[src/rtl/ptw_pkg.sv]
package ptw_pkg;

  typedef enum logic [1:0] {
    FLT_NONE   = 2'd0,
    FLT_ABSENT = 2'd1,
    FLT_FORMAT = 2'd2
  } fault_e;

  typedef enum logic [1:0] {
    RGN_USER    = 2'd0,
    RGN_STACK   = 2'd1,
    RGN_KDIRECT = 2'd2
  } region_e;

  // control -> datapath
  typedef struct packed {
    logic capture;
    logic issue;
    logic step;
    logic finWalk;
    logic finAbsent;
    logic finFormat;
    logic finKernel;
  } walkStrobes_t;

  // datapath -> control
  typedef struct packed {
    logic canonical;
    logic kernel;
    logic entryValid;
    logic lastLevel;
  } walkStatus_t;

endpackage

[src/rtl/ptw_ctrl.sv]
module ptw_ctrl
  import ptw_pkg::*;
(
  input  logic         clk,
  input  logic         rstN,
  input  logic         reqValid,
  input  logic         memRspValid,
  input  walkStatus_t  stat,
  output walkStrobes_t strb,
  output logic         busy,
  output logic         done,
  output logic         memReqValid
);

  typedef enum logic [2:0] {
    ST_IDLE,
    ST_DECODE,
    ST_ISSUE,
    ST_WAIT,
    ST_FIN
  } state_e;

  state_e stateQ, stateD;

  always_ff @(posedge clk) begin
    if (!rstN) stateQ <= ST_IDLE;
    else       stateQ <= stateD;
  end

  always_comb begin
    stateD = stateQ;
    strb   = '0;
    unique case (stateQ)
      ST_IDLE: begin
        if (reqValid) begin
          strb.capture = 1'b1;
          stateD       = ST_DECODE;
        end
      end
      ST_DECODE: begin
        if (!stat.canonical) begin
          strb.finFormat = 1'b1;
          stateD         = ST_FIN;
        end else if (stat.kernel) begin
          strb.finKernel = 1'b1;
          stateD         = ST_FIN;
        end else begin
          stateD = ST_ISSUE;
        end
      end
      ST_ISSUE: begin
        strb.issue = 1'b1;
        stateD     = ST_WAIT;
      end
      ST_WAIT: begin
        if (memRspValid) begin
          if (!stat.entryValid) begin
            strb.finAbsent = 1'b1;
            stateD         = ST_FIN;
          end else if (stat.lastLevel) begin
            strb.finWalk = 1'b1;
            stateD       = ST_FIN;
          end else begin
            strb.step = 1'b1;
            stateD    = ST_ISSUE;
          end
        end
      end
      ST_FIN: begin
        stateD = ST_IDLE;
      end
      default: stateD = ST_IDLE;
    endcase
  end

  assign busy        = (stateQ != ST_IDLE);
  assign done        = (stateQ == ST_FIN);
  assign memReqValid = strb.issue;


  done_pulse_chk: assert property (@(posedge clk) disable iff (!rstN)
    done |=> !done);


  busy_release_chk: assert property (@(posedge clk) disable iff (!rstN)
    done |=> !busy);


  single_read_chk: assert property (@(posedge clk) disable iff (!rstN)
    memReqValid |=> !memReqValid);


  one_finish_chk: assert property (@(posedge clk) disable iff (!rstN)
    $onehot0({strb.finWalk, strb.finAbsent, strb.finFormat, strb.finKernel}));

endmodule

[src/rtl/ptw_datapath.sv]
module ptw_datapath
  import ptw_pkg::*;
#(
  parameter int VA_W       = 64,
  parameter int SIG_W      = 43,
  parameter int PAGE_SHIFT = 13,
  parameter int LEVELS     = 3,
  parameter int PFN_W      = 32,
  parameter int ENTRY_W    = 64,
  parameter int PFN_LSB    = 32,
  localparam int IDX_W     = (SIG_W - PAGE_SHIFT) / LEVELS,
  localparam int ENT_LOG2  = PAGE_SHIFT - IDX_W,
  localparam int PA_W      = PFN_W + PAGE_SHIFT,
  localparam int LVL_W     = $clog2(LEVELS)
) (
  input  logic               clk,
  input  logic               rstN,
  input  walkStrobes_t       strb,
  input  logic [VA_W-1:0]    reqVa,
  input  logic [PFN_W-1:0]   reqRootPfn,
  input  logic [ENTRY_W-1:0] memRspData,
  output walkStatus_t        stat,
  output logic [PA_W-1:0]    memReqAddr,
  output logic [PFN_W-1:0]   resPfn,
  output logic [3:0]         resPerm,
  output logic [1:0]         resFault,
  output logic [LVL_W-1:0]   resLevel,
  output logic [1:0]         resRegion
);

  localparam int KPN_W = SIG_W - PAGE_SHIFT;

  logic [VA_W-1:0]  vaQ;
  logic [PFN_W-1:0] tblQ;
  logic [LVL_W-1:0] levelQ;
  fault_e           faultQ;

  // index field per level, top level first
  logic [IDX_W-1:0] idxOf [LEVELS];
  logic [IDX_W-1:0] curIdx;

  for (genvar g = 0; g < LEVELS; g++) begin : g_idx
    assign idxOf[g] = vaQ[PAGE_SHIFT + (LEVELS-1-g)*IDX_W +: IDX_W];
  end

  always_comb begin
    curIdx = '0;
    for (int i = 0; i < LEVELS; i++) begin
      if (levelQ == LVL_W'(i)) curIdx = idxOf[i];
    end
  end

  assign memReqAddr = {tblQ, curIdx, {ENT_LOG2{1'b0}}};

  // entry fields
  logic             rspValidBit;
  logic [3:0]       rspPerm;
  logic [PFN_W-1:0] rspPfn;
  assign rspValidBit = memRspData[0];
  assign rspPerm     = memRspData[4:1];
  assign rspPfn      = memRspData[PFN_LSB +: PFN_W];

  // region and format decode
  logic [VA_W-2-SIG_W:0] upperBits;
  logic                  isCanon;
  region_e               region;
  logic [PFN_W-1:0]      kernPfn;

  assign upperBits = vaQ[VA_W-3:SIG_W-1];
  assign isCanon   = (&upperBits) | ~(|upperBits);
  assign region    = vaQ[VA_W-1] ? (vaQ[VA_W-2] ? RGN_STACK : RGN_KDIRECT)
                                 : RGN_USER;
  assign kernPfn   = {{(PFN_W-KPN_W){1'b0}}, vaQ[SIG_W-1:PAGE_SHIFT]};

  assign stat.canonical  = isCanon;
  assign stat.kernel     = (region == RGN_KDIRECT);
  assign stat.entryValid = rspValidBit;
  assign stat.lastLevel  = (levelQ == LVL_W'(LEVELS-1));

  // walk state
  always_ff @(posedge clk) begin
    if (!rstN) begin
      vaQ    <= '0;
      tblQ   <= '0;
      levelQ <= '0;
    end else if (strb.capture) begin
      vaQ    <= reqVa;
      tblQ   <= reqRootPfn;
      levelQ <= '0;
    end else if (strb.step) begin
      tblQ   <= rspPfn;
      levelQ <= levelQ + 1'b1;
    end
  end

  // results
  always_ff @(posedge clk) begin
    if (!rstN) begin
      resPfn   <= '0;
      resPerm  <= '0;
      faultQ   <= FLT_NONE;
      resLevel <= '0;
    end else if (strb.finWalk) begin
      resPfn   <= rspPfn;
      resPerm  <= rspPerm;
      faultQ   <= FLT_NONE;
      resLevel <= '0;
    end else if (strb.finAbsent) begin
      resPfn   <= '0;
      resPerm  <= '0;
      faultQ   <= FLT_ABSENT;
      resLevel <= levelQ;
    end else if (strb.finFormat) begin
      resPfn   <= '0;
      resPerm  <= '0;
      faultQ   <= FLT_FORMAT;
      resLevel <= '0;
    end else if (strb.finKernel) begin
      resPfn   <= kernPfn;
      resPerm  <= 4'b0011;
      faultQ   <= FLT_NONE;
      resLevel <= '0;
    end
  end

  assign resFault  = faultQ;
  assign resRegion = region;


  no_read_bad_addr_chk: assert property (@(posedge clk) disable iff (!rstN)
    strb.issue |-> (isCanon && region != RGN_KDIRECT));


  level_range_chk: assert property (@(posedge clk) disable iff (!rstN)
    levelQ < LVL_W'(LEVELS));


  result_hold_chk: assert property (@(posedge clk) disable iff (!rstN)
    !(strb.finWalk || strb.finAbsent || strb.finFormat || strb.finKernel)
      |=> ($stable(resPfn) && $stable(resPerm) && $stable(faultQ)));


  va_hold_chk: assert property (@(posedge clk) disable iff (!rstN)
    !strb.capture |=> $stable(vaQ));

endmodule

[src/rtl/page_walker.sv]
module page_walker
  import ptw_pkg::*;
#(
  parameter int VA_W       = 64,
  parameter int SIG_W      = 43,
  parameter int PAGE_SHIFT = 13,
  parameter int LEVELS     = 3,
  parameter int PFN_W      = 32,
  parameter int ENTRY_W    = 64,
  parameter int PFN_LSB    = 32,
  localparam int PA_W      = PFN_W + PAGE_SHIFT,
  localparam int LVL_W     = $clog2(LEVELS)
) (
  input  logic               clk,
  input  logic               rstN,
  input  logic               reqValid,
  input  logic [VA_W-1:0]    reqVa,
  input  logic [PFN_W-1:0]   reqRootPfn,
  output logic               busy,
  output logic               memReqValid,
  output logic [PA_W-1:0]    memReqAddr,
  input  logic               memRspValid,
  input  logic [ENTRY_W-1:0] memRspData,
  output logic               done,
  output logic [PFN_W-1:0]   resPfn,
  output logic [3:0]         resPerm,
  output logic [1:0]         resFault,
  output logic [LVL_W-1:0]   resLevel,
  output logic [1:0]         resRegion
);

  walkStrobes_t strb;
  walkStatus_t  stat;

  ptw_ctrl u_ctrl (
    .clk         (clk),
    .rstN        (rstN),
    .reqValid    (reqValid),
    .memRspValid (memRspValid),
    .stat        (stat),
    .strb        (strb),
    .busy        (busy),
    .done        (done),
    .memReqValid (memReqValid)
  );

  ptw_datapath #(
    .VA_W       (VA_W),
    .SIG_W      (SIG_W),
    .PAGE_SHIFT (PAGE_SHIFT),
    .LEVELS     (LEVELS),
    .PFN_W      (PFN_W),
    .ENTRY_W    (ENTRY_W),
    .PFN_LSB    (PFN_LSB)
  ) u_dp (
    .clk        (clk),
    .rstN       (rstN),
    .strb       (strb),
    .reqVa      (reqVa),
    .reqRootPfn (reqRootPfn),
    .memRspData (memRspData),
    .stat       (stat),
    .memReqAddr (memReqAddr),
    .resPfn     (resPfn),
    .resPerm    (resPerm),
    .resFault   (resFault),
    .resLevel   (resLevel),
    .resRegion  (resRegion)
  );


  reset_quiet_chk: assert property (@(posedge clk)
    !$past(rstN) |-> (!busy && !done && !memReqValid));

endmodule

[config.mk]
export PLATFORM = sky130hd
export DESIGN_NAME = page_walker
export DESIGN_NICKNAME = d
export VERILOG_FILES = /design/src/rtl/ptw_pkg.sv /design/src/rtl/ptw_ctrl.sv /design/src/rtl/ptw_datapath.sv /design/src/rtl/page_walker.sv
export SDC_FILE = /design/constraint.sdc
export NUM_CORES = 1
export LEC_CHECK = 0
export ABC_AREA = 1
export BUFFER_PORTS_ARGS = -buffer_cell sky130_fd_sc_hd__buf_2
export CAP_MARGIN = 20
export CORE_ASPECT_RATIO = 1.2
export CORE_MARGIN = 1
export CORE_UTILIZATION = 48
export CTS_BUF_LIST = sky130_fd_sc_hd__clkbuf_8 sky130_fd_sc_hd__clkbuf_16
export CTS_CLUSTER_DIAMETER = 100
export DETAILED_ROUTE_END_ITERATION = 10
export PLACE_DENSITY = 0.81
export SLEW_MARGIN = 0
export SYNTH_ARGS = -nofsm -noshare
export SYNTH_HDL_FRONTEND = slang
export SYNTH_HIERARCHICAL = 1
export SYNTH_SLANG_ARGS = --single-unit
[constraint.sdc]
create_clock -name clk -period 2.48 [get_ports clk]
set_input_delay 0.124 -clock clk [delete_from_list [all_inputs] [get_ports clk]]
set_output_delay 0.124 -clock clk [all_outputs]
set_load 0.05 [all_outputs]
# Word level (Yosys, flattened, before mapping)
# Index checks and enable logic that the tools add are counted.
[totals] register_bits=141 output_inout_bits=90 word_cells=75
[classes] add_sub_neg=1 eq_ne=9 muxes=40 n_bitwise=3 reduce_logical=13
[ops] cell="32-bit two-way mux" n=6
[ops] cell="10-bit two-way mux" n=3
[ops] cell="3-bit two-way mux" n=8
[ops] cell="20-bit AND reduction" n=1
[ops] cell="20-bit OR reduction" n=1
[ops] cell="2-bit two-way mux" n=8
[ops] cell="4-bit two-way mux" n=4
[ops] cell="3-bit one-hot mux with 4 select lines" n=1
[ops] cell="1-bit two-way mux" n=10
[ops] cell="3-bit by 2-bit == test with 1-bit output, second input constant" n=2
[ops] cell="3-bit nonzero test" n=2
[ops] cell="2-bit == test, second input constant" n=2
[ops] cell="2-bit != test, second input constant" n=2
[ops] cell="2-bit nonzero test" n=2
[ops] cell="4-bit nonzero test" n=1
[ops] cell="2-bit OR reduction" n=2
[ops] cell="3-bit by 1-bit == test with 1-bit output, second input constant" n=1
[ops] cell="3-bit == test, second input constant" n=1
[ops] cell="3-bit logical NOT" n=1
[ops] cell="3-bit OR reduction" n=1
[ops] cell="2-bit by 1-bit adder with 2-bit output, second input constant" n=1
[ops] cell="2-bit by 1-bit == test with 1-bit output, second input constant" n=1
[ops] cell="2-bit logical NOT" n=1
[ops] cell="1-bit inverter" n=2
[ops] cell="2 further kinds" n=2

# Logic depth before layout (Yosys ltp)
[depth] depth_word=10 ltp_mapped=14 depth_no_buf=13

# By module
# Netlist, hierarchy kept.
[by_module_without_submodules] mod="ptw_datapath" instances=1 cells_per_inst=797 area_per_inst_um2=5487.8 seq_area_each_um2=2502.4
[by_module_without_submodules] mod="ptw_ctrl" instances=1 cells_per_inst=48 area_per_inst_um2=250.2 seq_area_each_um2=60.1

# Worst setup path after synthesis
# OpenSTA, ideal clock, no wires.
[synth_timing] kind="reg2reg" startpoint="register u_dp.vaQ[63]" endpoint="register u_dp.resPfn[10]" setup_time_ns=0.070 t_arrival_ns=2.105 setup_slack_ns=0.305 stages_incl_launch_ff=11 path_buffers=2 path_cell_list="dfxtp_1 inv_1 nor2_1 buf_4 nand2_1 nor2_1 nor2_1 nand2_1 buf_2 o21ai_1 a21oi_1"
[synth_lines] element="from (decl)" line_no="ptw_datapath.sv:33" text="logic [VA_W-1:0] vaQ;"
[synth_lines] element="from (signal assigned)" line_no="ptw_datapath.sv:87" text="vaQ <= reqVa;"
[synth_lines] element="to (signal assigned)" line_no="ptw_datapath.sv:104" text="resPfn <= rspPfn;"
[synth_lines] element="to (signal assigned)" line_no="ptw_datapath.sv:119" text="resPfn <= kernPfn;"
[synth_lines] element="to (decl)" line_no="ptw_datapath.sv:24" text="output logic [PFN_W-1:0] resPfn,"

==> impl_metrics.tcl <==
set metrics [dict create \
    clk_pin_slew_worst_paths_ps 60 \
    rr_endpoint "u_dp/vaQ[13]" \
    drtPass1Iterations 5 \
    power_switching_mw 1.95 \
    fill_cells 910 \
    power.total_mw 6.24 \
    syn_area_um2 5730 \
    clk-insertion-delay-late_ps 400 \
    postSynthCellCount 844 \
    grt_max_degree 72 \
    coreArea_um2 11600 \
    vias 6453 \
    cp_num_buf_inv 1 \
    start_util_pct 49.3 \
    maxCapViolations 0 \
    fin_crit_sh_pct 93.7 \
    critPathMaxStageDelay_ps 530 \
    fin_util_pct 71.1 \
    pwr_density_cell_nw_per_um2 756 \
    grt_first_pass_wirelength_um 29300 \
    cts_buffer_depth 2 \
    min_period_ps 2320 \
    num_antenna_cells 0 \
    hold_class "input port to register" \
    drt-total-wl_um 18800 \
    final_cells 1285 \
    slew_headroom_pct 30.0 \
    syn_area_per_cell_um2 6.79 \
    ant_nets 0 \
    rsz0062_at_grt "false" \
    p_int_mw 4.29 \
    placed_area_um2 6840 \
    dp_hpwl_um 11400 \
    r2r-start "u_ctrl/stateQ[2]" \
    ys.warnings.count 6 \
    area_growth_pct 44.2 \
    cp-end-kind "register" \
    wire_per_inst_um 14.6 \
    cp-start-kind "register" \
    placed_cells 1171 \
    cts_sinks 128 \
    reg2reg_depth 6 \
    pre_cts_ws_ps 191 \
    setup_ws_ps 156 \
    dieHeight_um 122 \
    worst_clock_skew_ps 9.64 \
    setup_tns_ps 0 \
    p_seq_share_pct 37.7 \
    track_usage_pct 30.5 \
    critical_path_class "register to register" \
    max_freq_ghz 0.430 \
    multi_input_area_um2 2670 \
    status "finished clean" \
    drt_iter0_markers 327 \
    cts_buffers 17 \
    htreeDepth 4 \
    cp-endpoint "u_dp/vaQ[13]" \
    vdd.ir_drop.worst_v 0.000410 \
    cts_tree "built" \
    power_frac_comb_pct 22.2 \
    layout-drive-gt1-share_pct 23.8 \
    crit_chain "nor2_1 > nand2_1 > nor2_4 > inv_2 > o21ai_0 > a21oi_1" \
    finalSetupViolCount 0 \
    crit_required_ps 2730 \
    holdWs_ps 12.6 \
    io_pins 254 \
    critPathArrivalTime_ps 2570 \
    startpoint "u_ctrl/stateQ[2]" \
    critPathMaxFanout 63 \
    worstSetupPathDepth 6 \
    total_leakage_power_nw 4.23 \
    finalNetCount 1282 \
    avgViaCountPerCell 5.02 \
    cts_root_buf "clkbuf_16" \
    rrSetupSlack_ps 160 \
    grt_overflow_total 0 \
    grt_pass1_vias 6238 \
    finalHoldViolations 0 \
    antenna_found_initial 0 \
    gp_routability_congestion 0.835 \
    fp.dieW_um 102 \
    worst-slew-pin-transition_ps 1050 \
    clkPwrFrac_pct 40.1 \
    dieArea_um2 12400 \
    cp_slowest_cell "inv_2" \
    seq_area_um2 2560 \
    postCtsSetupBuffers 0 \
    io_buffers 210 \
    finalInstanceArea_um2 8260 \
    p_sw_share_pct 31.3 \
    crit_family "simple AND/OR/NAND/NOR gates" \
    std_cell_rows 43 \
    slew_violations 0 \
    route.detailed.drc 0 \
]
-- worst register-to-register path: stages, from the launching register on --
cell	delay, ps
dfxtp_1	350
nor2_1	220
nand2_1	140
nor2_4	410
inv_2	540
o21ai_0	440
a21oi_1	70
-- power groups by stage --
stage	registers, mW	logic, mW	clock network (mW)
2_1_floorplan	2.72	0.571	0
3_3_place_gp	2.39	1.24	0
3_5_place_dp	2.39	1.25	0
4_1_cts	2.35	1.36	2.52
5_1_grt	2.38	1.49	2.63
6_report	2.36	1.38	2.50
-- registers in the layout (all words and copies together) (netlist names) --
signal and count:
u_dp/levelQ 2, u_dp/resPerm 4, u_dp/resFault 2, u_ctrl/stateQ 3, u_dp/resPfn 32, u_dp/tblQ 32
u_dp/resLevel 2, u_dp/vaQ 51
-- worst min-delay path by stage --
| stage | slack (ps) | cells past startpoint | to | from |
|---|---|---|---|---|
| after global placement | 340 | 3 | u_dp/vaQ[51] | reqVa[51] |
| final | 10 | 5 | u_dp/tblQ[9] | reqRootPfn[9] |
| after global routing | 10 | 3 | u_dp/resPfn[13] | memRspData[45] |
| after detailed placement | 350 | 3 | u_dp/vaQ[43] | reqVa[43] |
| after CTS | 1 | 5 | u_dp/tblQ[9] | reqRootPfn[9] |
| after floorplan | 260 | 2 | u_dp/vaQ[42] | reqVa[42] |
-- layer usage --
metal  routed length, um  global-route usage, %  up-vias  part of all wire [%]
li1                    -                      -     3203                     -
met1                7350                   34.1     2910                    39
met2                9520                   53.8      292                    51
met3                1370                   7.40       48                   7.3
met4                 522                   14.5        0                   2.8
met5                   0                      0        -                     0
-- placed cells by master (no fill, tap or decap), drive strengths merged, types with 22 or more instances in the layout --
master	instances
buf	224
nand2	237
inv	67
a21oi	64
or2	22
dfxtp	128
nor2	115
o21ai	85
nand3	46
dlygate4sd3	82
-- cell type report --
cell class	count	share of cell area, %
sequential	128	31.0
clock inverter	13	1.76
inverter	66	3.00
multi-input combinational	596	32.3
tap	157	2.38
clock buffer	19	5.48
timing repair buffer	306	24.1
-- repair_timing --
item,in CTS,in global routing
hold buffers,82,0
resized for setup,0,1
hold endpoints to repair,82,0
setup endpoints to repair,0,2
Power figures use the tool's default switching activity.
